$ cat config.mk
export PLATFORM = sky130hd
export DESIGN_NAME = sertx_top
export DESIGN_NICKNAME = d
export VERILOG_FILES = /design/src/rtl/sertx_pkg.sv /design/src/rtl/sertx_hold.sv /design/src/rtl/sertx_bitclk.sv /design/src/rtl/sertx_frame.sv /design/src/rtl/sertx_top.sv
export SDC_FILE = /design/constraint.sdc
export NUM_CORES = 1
export LEC_CHECK = 0
export BUFFER_PORTS_ARGS = -buffer_cell sky130_fd_sc_hd__buf_2
export CAP_MARGIN = 5
export CORE_MARGIN = 2
export CORE_UTILIZATION = 35
export CTS_CLUSTER_DIAMETER = 80
export DETAILED_ROUTE_END_ITERATION = 10
export PLACE_DENSITY_LB_ADDON = 0.25
export SLEW_MARGIN = 5
export SYNTH_ARGS = -nofsm -noshare
export SYNTH_HDL_FRONTEND = slang
export SYNTH_SLANG_ARGS = --single-unit
$ cat constraint.sdc
create_clock -name clk -period 2.3 [get_ports clk]
set_clock_uncertainty 0.1 [all_clocks]
set_input_delay 0.23 -clock clk [delete_from_list [all_inputs] [get_ports clk]]
set_output_delay 0.23 -clock clk [all_outputs]
set_load 0.005 [all_outputs]
$ cat src/rtl/sertx_pkg.sv
package sertx_pkg;

    localparam int unsigned SX_DATA_W = 8;
    localparam int unsigned SX_LEN_W  = 2;
    localparam int unsigned SX_OSR    = 16;

    typedef logic [SX_DATA_W-1:0] sx_data_t;

    typedef enum logic [2:0] {
        SX_IDLE,
        SX_START,
        SX_DATA,
        SX_PAR,
        SX_STOP
    } sx_state_e;

    typedef enum logic [1:0] {
        SX_STOP_ONE,
        SX_STOP_ONE_HALF,
        SX_STOP_TWO
    } sx_stop_e;

    typedef struct packed {
        logic [SX_LEN_W-1:0] len_code;
        logic                par_en;
        logic                par_even;
        logic                par_stick;
        logic                stop_long;
    } sx_cfg_t;

    // mask that keeps only the bits within the selected character length
    function automatic sx_data_t sx_mask(logic [SX_LEN_W-1:0] code);
        return {SX_DATA_W{1'b1}} >> (2'd3 - code);
    endfunction

    function automatic logic sx_parity(sx_cfg_t c, sx_data_t d);
        logic ones_odd;
        ones_odd = ^(d & sx_mask(c.len_code));
        if (c.par_stick) return ~c.par_even;
        return c.par_even ? ones_odd : ~ones_odd;
    endfunction

    function automatic sx_stop_e sx_stop_kind(logic long_sel, logic [SX_LEN_W-1:0] code);
        if (!long_sel)       return SX_STOP_ONE;
        if (code == '0)      return SX_STOP_ONE_HALF;
        return SX_STOP_TWO;
    endfunction

endpackage

$ cat src/rtl/sertx_hold.sv
module sertx_hold
    import sertx_pkg::*;
(
    input  logic     clk,
    input  logic     rst,
    input  logic     wr_en,
    input  sx_data_t wr_data,
    input  logic     take,
    output logic     full,
    output sx_data_t data
);

    always_ff @(posedge clk) begin
        if (rst) begin
            full <= 1'b0;
            data <= '0;
        end else if (wr_en) begin
            full <= 1'b1;
            data <= wr_data;
        end else if (take) begin
            full <= 1'b0;
        end
    end

    p_write_fills_r2: assert property (@(posedge clk) disable iff (rst)
        wr_en |=> full);

    p_take_clears_r8: assert property (@(posedge clk) disable iff (rst)
        (take && !wr_en) |=> !full);

endmodule

$ cat src/rtl/sertx_bitclk.sv
module sertx_bitclk #(
    parameter int unsigned CNT_W = 5
) (
    input  logic             clk,
    input  logic             rst,
    input  logic             clear,
    input  logic             tick,
    input  logic [CNT_W-1:0] limit,
    output logic             bit_end
);

    logic [CNT_W-1:0] cnt;

    assign bit_end = tick && !clear && (cnt == limit);

    always_ff @(posedge clk) begin
        if (rst || clear || bit_end) begin
            cnt <= '0;
        end else if (tick) begin
            cnt <= cnt + 1'b1;
        end
    end

    p_cnt_bound_r4: assert property (@(posedge clk) disable iff (rst)
        cnt <= limit);

    p_cnt_waits_r4: assert property (@(posedge clk) disable iff (rst)
        (!tick && !clear) |=> (cnt == $past(cnt)));

endmodule

$ cat src/rtl/sertx_frame.sv
module sertx_frame
    import sertx_pkg::*;
#(
    parameter int unsigned OSR = SX_OSR
) (
    input  logic     clk,
    input  logic     rst,
    input  logic     tick,
    input  logic     hold_full,
    input  sx_data_t hold_data,
    input  sx_cfg_t  cfg_in,
    output logic     take,
    output logic     txd,
    output logic     busy
);

    localparam int unsigned CNT_W = $clog2(2 * OSR);
    localparam int unsigned IDX_W = $clog2(SX_DATA_W);
    localparam logic [CNT_W-1:0] LIM_BIT  = CNT_W'(OSR - 1);
    localparam logic [CNT_W-1:0] LIM_S15  = CNT_W'(OSR + OSR / 2 - 1);
    localparam logic [CNT_W-1:0] LIM_S2   = CNT_W'(2 * OSR - 1);
    localparam logic [IDX_W-1:0] IDX_BASE = IDX_W'(SX_DATA_W - 4);

    sx_state_e           state;
    sx_data_t            shreg;
    logic                par_q;
    logic [SX_LEN_W-1:0] len_q;
    logic                pen_q;
    sx_stop_e            stop_q;
    logic [IDX_W-1:0]    bidx;
    logic [IDX_W-1:0]    last_idx;
    logic [CNT_W-1:0]    limit;
    logic                bit_end;
    logic                launch;

    assign last_idx = IDX_BASE + IDX_W'(len_q);

    always_comb begin
        limit = LIM_BIT;
        if (state == SX_STOP) begin
            unique case (stop_q)
                SX_STOP_ONE_HALF: limit = LIM_S15;
                SX_STOP_TWO:      limit = LIM_S2;
                default:          limit = LIM_BIT;
            endcase
        end
    end

    sertx_bitclk #(.CNT_W(CNT_W)) bitclk_i (
        .clk     (clk),
        .rst     (rst),
        .clear   (state == SX_IDLE),
        .tick    (tick),
        .limit   (limit),
        .bit_end (bit_end)
    );

    assign launch = hold_full &&
                    ((state == SX_IDLE) || (state == SX_STOP && bit_end));
    assign take   = launch;
    assign busy   = (state != SX_IDLE);

    always_comb begin
        unique case (state)
            SX_START: txd = 1'b0;
            SX_DATA:  txd = shreg[0];
            SX_PAR:   txd = par_q;
            default:  txd = 1'b1;
        endcase
    end

    always_ff @(posedge clk) begin
        if (rst) begin
            state  <= SX_IDLE;
            shreg  <= '0;
            par_q  <= 1'b0;
            len_q  <= '0;
            pen_q  <= 1'b0;
            stop_q <= SX_STOP_ONE;
            bidx   <= '0;
        end else if (launch) begin
            state  <= SX_START;
            shreg  <= hold_data & sx_mask(cfg_in.len_code);
            par_q  <= sx_parity(cfg_in, hold_data);
            len_q  <= cfg_in.len_code;
            pen_q  <= cfg_in.par_en;
            stop_q <= sx_stop_kind(cfg_in.stop_long, cfg_in.len_code);
            bidx   <= '0;
        end else if (bit_end) begin
            unique case (state)
                SX_START: begin
                    state <= SX_DATA;
                    bidx  <= '0;
                end
                SX_DATA: begin
                    shreg <= shreg >> 1;
                    if (bidx == last_idx) begin
                        state <= pen_q ? SX_PAR : SX_STOP;
                    end else begin
                        bidx <= bidx + 1'b1;
                    end
                end
                SX_PAR:  state <= SX_STOP;
                default: state <= SX_IDLE;
            endcase
        end
    end

    p_bit_index_r3: assert property (@(posedge clk) disable iff (rst)
        (state == SX_DATA) |-> (bidx <= last_idx));

    p_launch_start_r2: assert property (@(posedge clk) disable iff (rst)
        (state == SX_IDLE && hold_full) |=> (state == SX_START && !txd));

    p_cfg_frozen_r9: assert property (@(posedge clk) disable iff (rst)
        (busy && !launch) |=> ($stable(len_q) && $stable(pen_q) && $stable(stop_q) && $stable(par_q)));

    p_parity_slot_r5: assert property (@(posedge clk) disable iff (rst)
        (state == SX_PAR) |-> pen_q);

endmodule

$ cat src/rtl/sertx_top.sv
module sertx_top
    import sertx_pkg::*;
#(
    parameter int unsigned OSR = SX_OSR
) (
    input  logic                 clk,
    input  logic                 rst,
    input  logic                 baud_tick,
    input  logic                 wr_en,
    input  logic [SX_DATA_W-1:0] wr_data,
    input  logic [SX_LEN_W-1:0]  len_sel,
    input  logic                 par_en,
    input  logic                 par_even,
    input  logic                 par_stick,
    input  logic                 stop_long,
    output logic                 tx_line,
    output logic                 hold_empty,
    output logic                 tx_busy
);

    sx_cfg_t  cfg;
    sx_data_t hold_data;
    logic     hold_full;
    logic     take;

    assign cfg = '{len_code: len_sel, par_en: par_en, par_even: par_even,
                   par_stick: par_stick, stop_long: stop_long};

    sertx_hold hold_i (
        .clk     (clk),
        .rst     (rst),
        .wr_en   (wr_en),
        .wr_data (wr_data),
        .take    (take),
        .full    (hold_full),
        .data    (hold_data)
    );

    sertx_frame #(.OSR(OSR)) frame_i (
        .clk       (clk),
        .rst       (rst),
        .tick      (baud_tick),
        .hold_full (hold_full),
        .hold_data (hold_data),
        .cfg_in    (cfg),
        .take      (take),
        .txd       (tx_line),
        .busy      (tx_busy)
    );

    assign hold_empty = ~hold_full;

    p_idle_line_r1: assert property (@(posedge clk) disable iff (rst)
        !tx_busy |-> tx_line);

    p_no_tick_hold_r4: assert property (@(posedge clk) disable iff (rst)
        (tx_busy && !baud_tick) |=> ($stable(tx_line) && tx_busy));

    p_busy_on_take_r10: assert property (@(posedge clk) disable iff (rst)
        take |=> tx_busy);

endmodule

## Yosys cells after proc, flatten, opt, wreduce, memory -nomap -nowiden

Cells that the tools add are included.

| word-level totals | value |
|---|---|
| flip-flop bits (word level) | 34 |
| output and inout port bits | 3 |
| word-level logic and storage cells | 84 |

| cells by class | value |
|---|---|
| add/sub/neg operators | 4 |
| eq/ne operators | 11 |
| shift operators | 1 |
| multiplexer cells | 32 |
| bitwise operators | 4 |
| reduce and logical (&&, ||, !) cells | 21 |

Operator list:

| operator | number |
|---|---|
| 2-to-1 mux 8 bit | 3 |
| 2-to-1 mux 1 bit | 17 |
| case mux 5 bit (2 select lines) | 1 |
| 2-to-1 mux 3 bit | 3 |
| case mux 3 bit (3 select lines) | 1 |
| AND 8 bit | 1 |
| 2-to-1 mux 2 bit | 4 |
| nonzero test 2 bit | 4 |
| parity 8 bit | 1 |
| right shift 8 x 2 -> 8 bit (first input constant) | 1 |
| equality test 3 x 2 -> 1 bit (second input constant) | 2 |
| case mux 3 bit (2 select lines) | 1 |
| AND reduction 2 bit | 3 |
| adder 5 x 1 -> 5 bit (second input constant) | 1 |
| equality test 5 bit | 1 |
| 2-to-1 mux 5 bit | 1 |
| logical AND 1 bit | 4 |
| adder 3 x 1 -> 3 bit (second input constant) | 1 |
| adder 3 x 2 -> 3 bit (first input constant) | 1 |
| equality test 3 x 1 -> 1 bit (second input constant) | 1 |
| equality test 3 bit | 1 |
| equality test 3 bit (second input constant) | 1 |
| logical NOT 3 bit | 1 |
| logical OR 1 bit | 3 |
| other kinds (13) | 15 |

## Longest topological paths before layout

Gate-level depths: netlist of run 1.

| depth | value |
|---|---|
| depth after elaboration | 15 |
| mapped depth | 8 |

## Modules after synthesis

A second synthesis of run 1 with hierarchy kept.

| unflattened totals | value |
|---|---|
| cell total of the unflattened synthesis | 201 |
| area, all modules | 1764.2 µm² |

By module, submodules not included:

| module | times used | cells an instance | area an instance (µm²) |
|---|---|---|---|
| sertx_frame | 1 | 142 | 1151.1 |
| sertx_hold | 1 | 30 | 321.6 |
| sertx_bitclk | 1 | 28 | 287.8 |
| sertx_top | 1 | 1 | 3.8 |

## Least setup slack after synthesis of run 1

Ideal clock, no wire load.

| path | value |
|---|---|
| kind | reg-to-reg |
| start point | reg frame_i.stop_q[1] |
| end point | reg frame_i.stop_q[0] |
| arrival | 1.855 ns |
| data required time | 2.130 ns |
| setup slack | 0.275 ns |
| stages on the path, launching flop included | 8 |
| buffers on the path | 0 |
| period minus slack after synthesis | 2.025 ns |
| cells stage by stage | dfxtp_1 > inv_1 > ha_1 > xor2_1 > nor4b_2 > a31oi_4 > or4b_1 > a21oi_1 |

| between the ends | value |
|---|---|
| word-level cells in the longest chain between the ends | 8 |

RTL lines:

| item | line | RTL |
|---|---|---|
| start: declaration | sertx_frame.sv:29 | `sx_stop_e stop_q;` |
| start signal: assignment | sertx_frame.sv:87 | `stop_q <= sx_stop_kind(cfg_in.stop_long, cfg_in.len_code);` |
| equality test 2 bit / equality test 2 x 1 -> 1 bit (equally long branches) | sertx_frame.sv:41 | `unique case (stop_q)` |
| case mux 5 bit (2 select lines) (*) | sertx_frame.sv:41 |  |
| 2-to-1 mux 5 bit (*) | sertx_frame.sv:40 | `if (state == SX_STOP) begin` |
| equality test 5 bit (*) | sertx_bitclk.sv:14 | `assign bit_end = tick && !clear && (cnt == limit);` |
| logical AND 1 bit (*) | sertx_bitclk.sv:14 |  |
| logical AND 1 bit (*) | sertx_frame.sv:59 | `((state == SX_IDLE) \|\| (state == SX_STOP && bit_end));` |
| logical OR 1 bit (*) | sertx_frame.sv:59 |  |
| logical AND 1 bit (*) | sertx_frame.sv:58 | `assign launch = hold_full &&` |

Mark *: on every way between the ends. The rest lies on a longest branch, timed or not.
A chain may end at the register's enable or synchronous reset.

## Worst setup path in the final report of run 1

Same ends and word-level chain as after synthesis.

==> metrics.csv, run 1 <==
stage;metric;value;unit
grt;grt_util_all_layers;14.3;%
detailed_routing;drc;0;
synth;synth_area_leaders;dfxtp_1 (38%), mux2i_1 (7.3%), nor2_1 (5.5%);
hold_path;hp-class;in -> reg;
clock_tree;cts_tree;built;
final_layout;mostFrequentLayoutCells;dfxtp_1 (34), nor2_1 (26), buf_2 (20), a21oi_1 (14), nand2_1 (14);
final_layout;multi_input_area;997;sq um
critical_path;arrival;2.30;ns
final_layout;fin_cells;290;
placed_design;port_buffers;20;
timing;fmax;460;MHz
detailed_routing;final_antenna_net_count;0;
clock_tree;clock-sinks;34;
final_layout;fill_cells;483;
grt;grt_start_max_net_pins;29;
timing;finalSetupTns;0;ns
critical_path;crit_chain;inv_1 > ha_1 > xor2_1 > nor4b_2 > a31oi_4 > or4b_1 > a21oi_1;
detailed_routing;dr.first_iter.drc_count;74;
final_layout;diodes;0;
final_layout;fin_util;44.1;%
critical_path;r2r-start;frame_i.stop_q[1]$_SDFFE_PP0P_;
synth;async_flop_share;0;%
grt;first_global_vias;1346;
synth;yosysSeqAreaShare;38.4;%
synth;ys_warn_count;0;
critical_path;start_kind;register;
die;die-area;5640;sq um
clock_tree;cts_root_buffer;clkbuf_8;
detailed_routing;met3_length;180;um
final_layout;nNetsFinal;243;
critical_path;worstPathRequired;2.43;ns
synth;synth_area_leader_cell;dfxtp_1;
clock_tree;clk_latency;0.29;ns
synth;synth_edf_count;0;
timing;worstMarginPinSlew;0.501;ns
clock_tree;cts_setup_buffers;0;
power;p_leak;0.816;nW
synth;syn-num-nets;219;
timing;setup_violations;0;
synth;synthFlopType;dfxtp_1;
detailed_routing;drt_wl_total;3.55;mm
timing;fin_ws;0.128;ns
detailed_routing;top_layer_used;met4;
placed_design;pre_cts_ws;0.135;ns
die;fp.dieH;75.1;um
synth;avgSynthCellArea;8.94;sq um
critical_path;path_class;reg -> reg;
critical_path;crit_path_top_delay_cell;or4b_1;
power;peakVddDrop;0.000344;V
timing;whs;0.0644;ns
clock_tree;cts.hold.buffers_added;0;
timing;rsz0062_at_grt;no;
critical_path;cp_max_fo;9;
grt;grt-ovfl-total;0;
power;p_per_area;694;nW/um^2
critical_path;worstReg2RegEnd;frame_i.stop_q[0]$_SDFFE_PP0P_;
critical_path;rrSetupSlack;0.13;ns
clock_tree;cts_buffers;5;
timing;slew_violations;0;
detailed_routing;drt-met1-wl;1.80;mm
placed_design;gp_congestion;0.775;
synth;netlist_area;1770;sq um
detailed_routing;vias_per_cell;4.86;
clock_tree;h-tree-depth;2;
die;boundaryPins;21;
timing;slew_headroom;66.6;%
hold_path;worstHoldStart;wr_data[5];
final_layout;layout_commonest_cell;dfxtp_1;
final_layout;area_growth_syn_to_layout;19.2;%
detailed_routing;wire_per_inst;12.3;um
clock_tree;cts_resized;0;
clock_tree;clock_path_buffers;2;
detailed_routing;num_vias;1409;
die;die_w;75.1;um
critical_path;critPathCaptureType;register;
die;core_area;4790;sq um
detailed_routing;dr_wl_met2;1.51;mm
flow_run;maxCapViolCount;0;
status;status;complete, no violations;
grt;grt_first_pass_wirelength;6.11;mm
placed_design;hpwl;2.56;mm
hold_path;worstHoldPathCells;3;
detailed_routing;dr.pass1.iters;4;
hold_path;holdPathEnd;hold_i.data[5]$_SDFFE_PP0P_;
final_layout;ff_latch_area;681;sq um
critical_path;ff2ff_path_depth;7;
synth;synth_top_area_share;38.4;%
critical_path;crit_path_max_incr_delay;0.53;ns
die;row_count;25;
timing;period_share;94.4;%
grt;antenna_found_initial;0;
final_layout;drive_above_1_share;21.5;%
synth;syn_inst;198;
timing;hold_violations;0;
die;start_util;37.0;%
placed_design;dpl.cell_count;282;
synth;synth-seq-cells;34;
clock_tree;path_clk_slew;0.07;ns
timing;period_needed;2.17;ns
synth;yosysUniqueCellTypes;50;
==> through the flow <==
| stage | total power, mW | instance area, sq um |
|---|---|---|
| floorplan | 0.740 | 1770 |
| global route | 1.53 | 2110 |
| finish | 1.46 | 2110 |
| CTS | 1.48 | 2110 |
| detailed placement | 0.783 | 1970 |
| global placement | 0.783 | 1970 |
==> worst max path at each step <==
stage          depth (start not counted)                        endpoint                            from
3_5_place_dp                           7  frame_i.stop_q[0]$_SDFFE_PP0P_  frame_i.stop_q[1]$_SDFFE_PP0P_
4_1_cts                                7  frame_i.stop_q[0]$_SDFFE_PP0P_  frame_i.stop_q[1]$_SDFFE_PP0P_
3_3_place_gp                           5   frame_i.shreg[6]$_SDFFE_PP0P_   frame_i.state[1]$_SDFFE_PP0P_
5_1_grt                                7  frame_i.stop_q[0]$_SDFFE_PP0P_  frame_i.stop_q[1]$_SDFFE_PP0P_
6_report                               7  frame_i.stop_q[0]$_SDFFE_PP0P_  frame_i.stop_q[1]$_SDFFE_PP0P_
2_1_floorplan                          7  frame_i.stop_q[0]$_SDFFE_PP0P_  frame_i.stop_q[1]$_SDFFE_PP0P_
==> report_power, final <==
part | leakage [nW] | switching [mW] | internal, mW | total [mW]
Clock | 0.0714 | 0.233 | 0.462 | 0.695
Combinational | 0.467 | 0.0707 | 0.0724 | 0.143
Sequential | 0.277 | 0.0160 | 0.611 | 0.626
==> cell families after synthesis <==
logic type / after synthesis / share of synthesized area, %
buffers and inverters: 22 / 5.23
flip-flops: 34 / 38.4
adder cells (fa/ha/maj): 3 / 2.12
AO/OA/AOI/OAI: 35 / 13.9
XOR/XNOR: 14 / 8.76
multiplexers: 14 / 7.99
AND/OR/NAND/NOR: 76 / 23.5
==> worst max-delay path: cells and delay by family, from the launching register on <==
family / cells / cell delay, ns
and+or+nand+nor: 2 / 0.85
AOI/OAI and AO/OA: 2 / 0.32
DFF: 1 / 0.31
adders and majority gates: 1 / 0.30
xor gates and xnor gates: 1 / 0.18
buffers and inverters: 1 / 0.05
==> metal layers <==
metal  up-vias  GRT usage (%)
met3         6           4.82
met5         -              0
li1        743              -
met1       632           18.7
met4         0           5.36
met2        28           21.9
==> state kept, by name, indices dropped and copies added (netlist names) <==
name                  count
frame_i.bitclk_i.cnt      5
frame_i.bidx              3
frame_i.len_q             2
frame_i.par_q             1
hold_i.data               8
frame_i.stop_q            2
hold_i.full               1
frame_i.state             3
frame_i.pen_q             1
frame_i.shreg             8
==> Yosys cell counts, types with 3 or more instances <==
master,instances
o21ai_0,4
xor2_1,4
dfxtp_1,34
a311oi_1,5
a21oi_1,14
inv_1,10
or3_1,3
xnor2_1,8
clkbuf_1,6
nand3_1,8
buf_2,5
or4_1,3
nand2_1,14
mux2i_1,13
nor2_1,26
ha_1,3
==> layout make-up <==
cell class	count	share of cell area, %
Clock buffer	6	3.91
Clock inverter	2	2.85
Inverter	10	1.78
Multi-Input combinational cell	142	47.3
Sequential cell	34	32.3
Tap cell	67	3.97
Timing Repair Buffer	29	7.95
(Power assumes the default switching activity.)
==> inputs of run 2 (changes only) <==
--- a/config.mk
+++ b/config.mk
@@ -5,6 +5,7 @@
 export SDC_FILE = /design/constraint.sdc
 export NUM_CORES = 1
 export LEC_CHECK = 0
+export ABC_AREA = 1
 export BUFFER_PORTS_ARGS = -buffer_cell sky130_fd_sc_hd__buf_2
 export CAP_MARGIN = 5
 export CORE_MARGIN = 2
==> run 2 against run 1 <==
Clock-buffer cell count grew 1. Power is 16% lower. Area after synthesis up 1.1%. Global-route usage down 0.44 points. Flip-flop and latch count unchanged. Die area rose by 1.1%. Maximum frequency rose by 5.9%. Synthesized cell count increased by 22%. Clock power down 35%. Largest cell class unchanged. Largest power group is now registers.
==> metrics.csv, run 2 <==
stage;metric;value;unit
synth;yosysSeqAreaShare;38.0;%
critical_path;cp_max_fo;19;
detailed_routing;vias_per_cell;4.51;
clock_tree;cts_root_buffer;clkbuf_8;
clock_tree;h-tree-depth;2;
clock_tree;cts_setup_buffers;0;
synth;ys_warn_count;0;
final_layout;drive_above_1_share;17.3;%
final_layout;mostFrequentLayoutCells;nand2_1 (38), dfxtp_1 (34), inv_1 (33), nor2_1 (33);
clock_tree;path_clk_slew;0.07;ns
synth;synth_top_area_share;38.0;%
clock_tree;clock-sinks;34;
grt;grt-ovfl-total;0;
final_layout;nNetsFinal;286;
critical_path;r2r-start;frame_i.stop_q[1]$_SDFFE_PP0P_;
power;p_per_area;598;nW/um^2
synth;synth.most_common_cell;nand2_1;
timing;slew_violations;0;
detailed_routing;dr.first_iter.drc_count;81;
synth;muxShareOfSynthArea;0.559;%
synth;synth-seq-cells;34;
final_layout;fill_cells;544;
placed_design;gp_congestion;0.756;
timing;worstMarginPinSlew;0.541;ns
grt;grt_util_all_layers;13.9;%
detailed_routing;drt_wl_total;3.37;mm
timing;rsz0062_at_grt;no;
clock_tree;cts_tree;built;
final_layout;final_cell_area;2050;sq um
hold_path;hp-class;in -> reg;
die;row_count;26;
placed_design;pre_cts_ws;0.243;ns
synth;yosysUniqueCellTypes;33;
detailed_routing;num_vias;1515;
critical_path;crit_start;frame_i.stop_q[1]$_SDFFE_PP0P_;
die;fp.dieH;75.5;um
timing;fin_ws;0.249;ns
placed_design;port_buffers;20;
synth;avgSynthCellArea;7.40;sq um
grt;antenna_found_initial;0;
synth;synth_compound_area_share;13.6;%
timing;setup_violations;0;
critical_path;path_class;reg -> reg;
synth;netlist_area;1790;sq um
critical_path;arrival;2.11;ns
grt;grt_first_pass_wirelength;6.02;mm
synth;synth_adder_area_share;2.10;%
clock_tree;cts_resized;0;
timing;fmax;488;MHz
detailed_routing;final_antenna_net_count;0;
final_layout;area_growth_syn_to_layout;14.4;%
detailed_routing;drc;0;
critical_path;critPathCaptureType;register;
final_layout;layout_commonest_cell;nand2_1;
die;start_util;35.7;%
die;die-area;5700;sq um
detailed_routing;wire_per_inst;10.0;um
synth;synth_area_leader_cell;dfxtp_1;
timing;period_needed;2.05;ns
placed_design;hpwl;2.57;mm
detailed_routing;dr.pass1.iters;4;
final_layout;diodes;0;
die;boundaryPins;21;
flow_run;maxCapViolCount;0;
synth;syn_inst;242;
timing;hold_violations;0;
synth;synth_area_leaders;dfxtp_1 (38%), nand2_1 (8.0%), inv_1 (6.9%);
detailed_routing;drt-met1-wl;1.68;mm
synth;synth_edf_count;0;
hold_path;worstHoldStart;wr_data[2];
timing;finalSetupTns;0;ns
die;core_area;5010;sq um
clock_tree;clk_latency;0.28;ns
critical_path;worstPathRequired;2.36;ns
detailed_routing;met3_length;93;um
power;peakVddDrop;0.000451;V
synth;async_flop_share;0;%
clock_tree;cts.hold.buffers_added;0;
synth;synth_top_family_by_area;simple AND/OR/NAND/NOR gates;
synth;synth_simple_gate_area_share;34.1;%
detailed_routing;top_layer_used;met4;
power;p_leak;0.903;nW
final_layout;fin_util;40.9;%
die;die_w;75.5;um
synth;synth-xor-area-share;2.94;%
clock_tree;cts_buffers;5;
critical_path;start_kind;register;
grt;first_global_vias;1356;
grt;grt_start_max_net_pins;20;
final_layout;reg_top3;frame_i.shreg x8, hold_i.data x8, frame_i.bitclk_i.cnt x5;
final_layout;ff_latch_area;681;sq um
status;status;complete, no violations;
clock_tree;clock_path_buffers;2;
power;p_total;1.22;mW
final_layout;multi_input_area;953;sq um
synth;synthFlopType;dfxtp_1;
detailed_routing;dr_wl_met2;1.57;mm
timing;slew_headroom;63.6;%
synth;synthTopCellsByCount;nand2_1 (38), dfxtp_1 (34), inv_1 (33), nor2_1 (33), nand3_1 (20);
synth;syn-num-nets;263;
timing;period_share;89.2;%
placed_design;placed_cell_area;1960;sq um
-- run 2: worst paths after layout --
path                                                  endpoint  slack [ns]  depth (start not counted)
worst max-delay path             frame_i.len_q[1]$_SDFFE_PP0P_        0.25                         10
worst min-delay path               hold_i.data[2]$_SDFFE_PP0P_        0.07                          3
worst max register to register   frame_i.len_q[1]$_SDFFE_PP0P_        0.25                         10
worst min register to register  frame_i.stop_q[0]$_SDFFE_PP0P_        0.39                          2
-- run 2: worst max-delay path: stages (launching register included) --
cell	delay, ns
dfxtp_1	0.31
inv_1	0.05
ha_1	0.26
inv_1	0.09
nand3_2	0.10
a21oi_4	0.16
nand3_4	0.15
nand2_4	0.13
nand3_4	0.19
nand2_1	0.29
o21ai_0	0.11
-- run 2: layer usage --
layer / vias up / GRT usage (%)
met1: 665 / 18.0
met5: - / 0
li1: 830 / -
met2: 18 / 23.1
met4: 0 / 4.09
met3: 2 / 3.17
-- run 2: logic make-up (layout without fill, tap and decap cells) --
family,Yosys count,in the layout
AOI/OAI and AO/OA,43,43
xor gates and xnor gates,6,6
adders and majority gates,3,3
buffers and inverters,39,63
DFF,34,34
muxes,1,1
and+or+nand+nor,116,116
-- run 2: stage by stage --
stage / cells / hold slack (ns)
after global placement: 328 / 0.350
after CTS: 336 / 0.0695
after floorplan: 242 / 0.199
final: 336 / 0.0726
after global routing: 336 / 0.0831
after detailed placement: 328 / 0.361
-- run 2: layout make-up --
type | instances | share of cell area (%)
Sequential cell | 34 | 33.2
Clock buffer | 7 | 4.22
Timing Repair Buffer | 21 | 5.25
Clock inverter | 1 | 0.244
Tap cell | 70 | 4.28
Multi-Input combinational cell | 169 | 46.5
Inverter | 34 | 6.23
-- run 2: report_power, final --
| part | switching [mW] | internal (mW) |
|---|---|---|
| combinational | 0.0883 | 0.0568 |
| sequential | 0.0168 | 0.613 |
| clock | 0.208 | 0.241 |
| total | 0.314 | 0.911 |
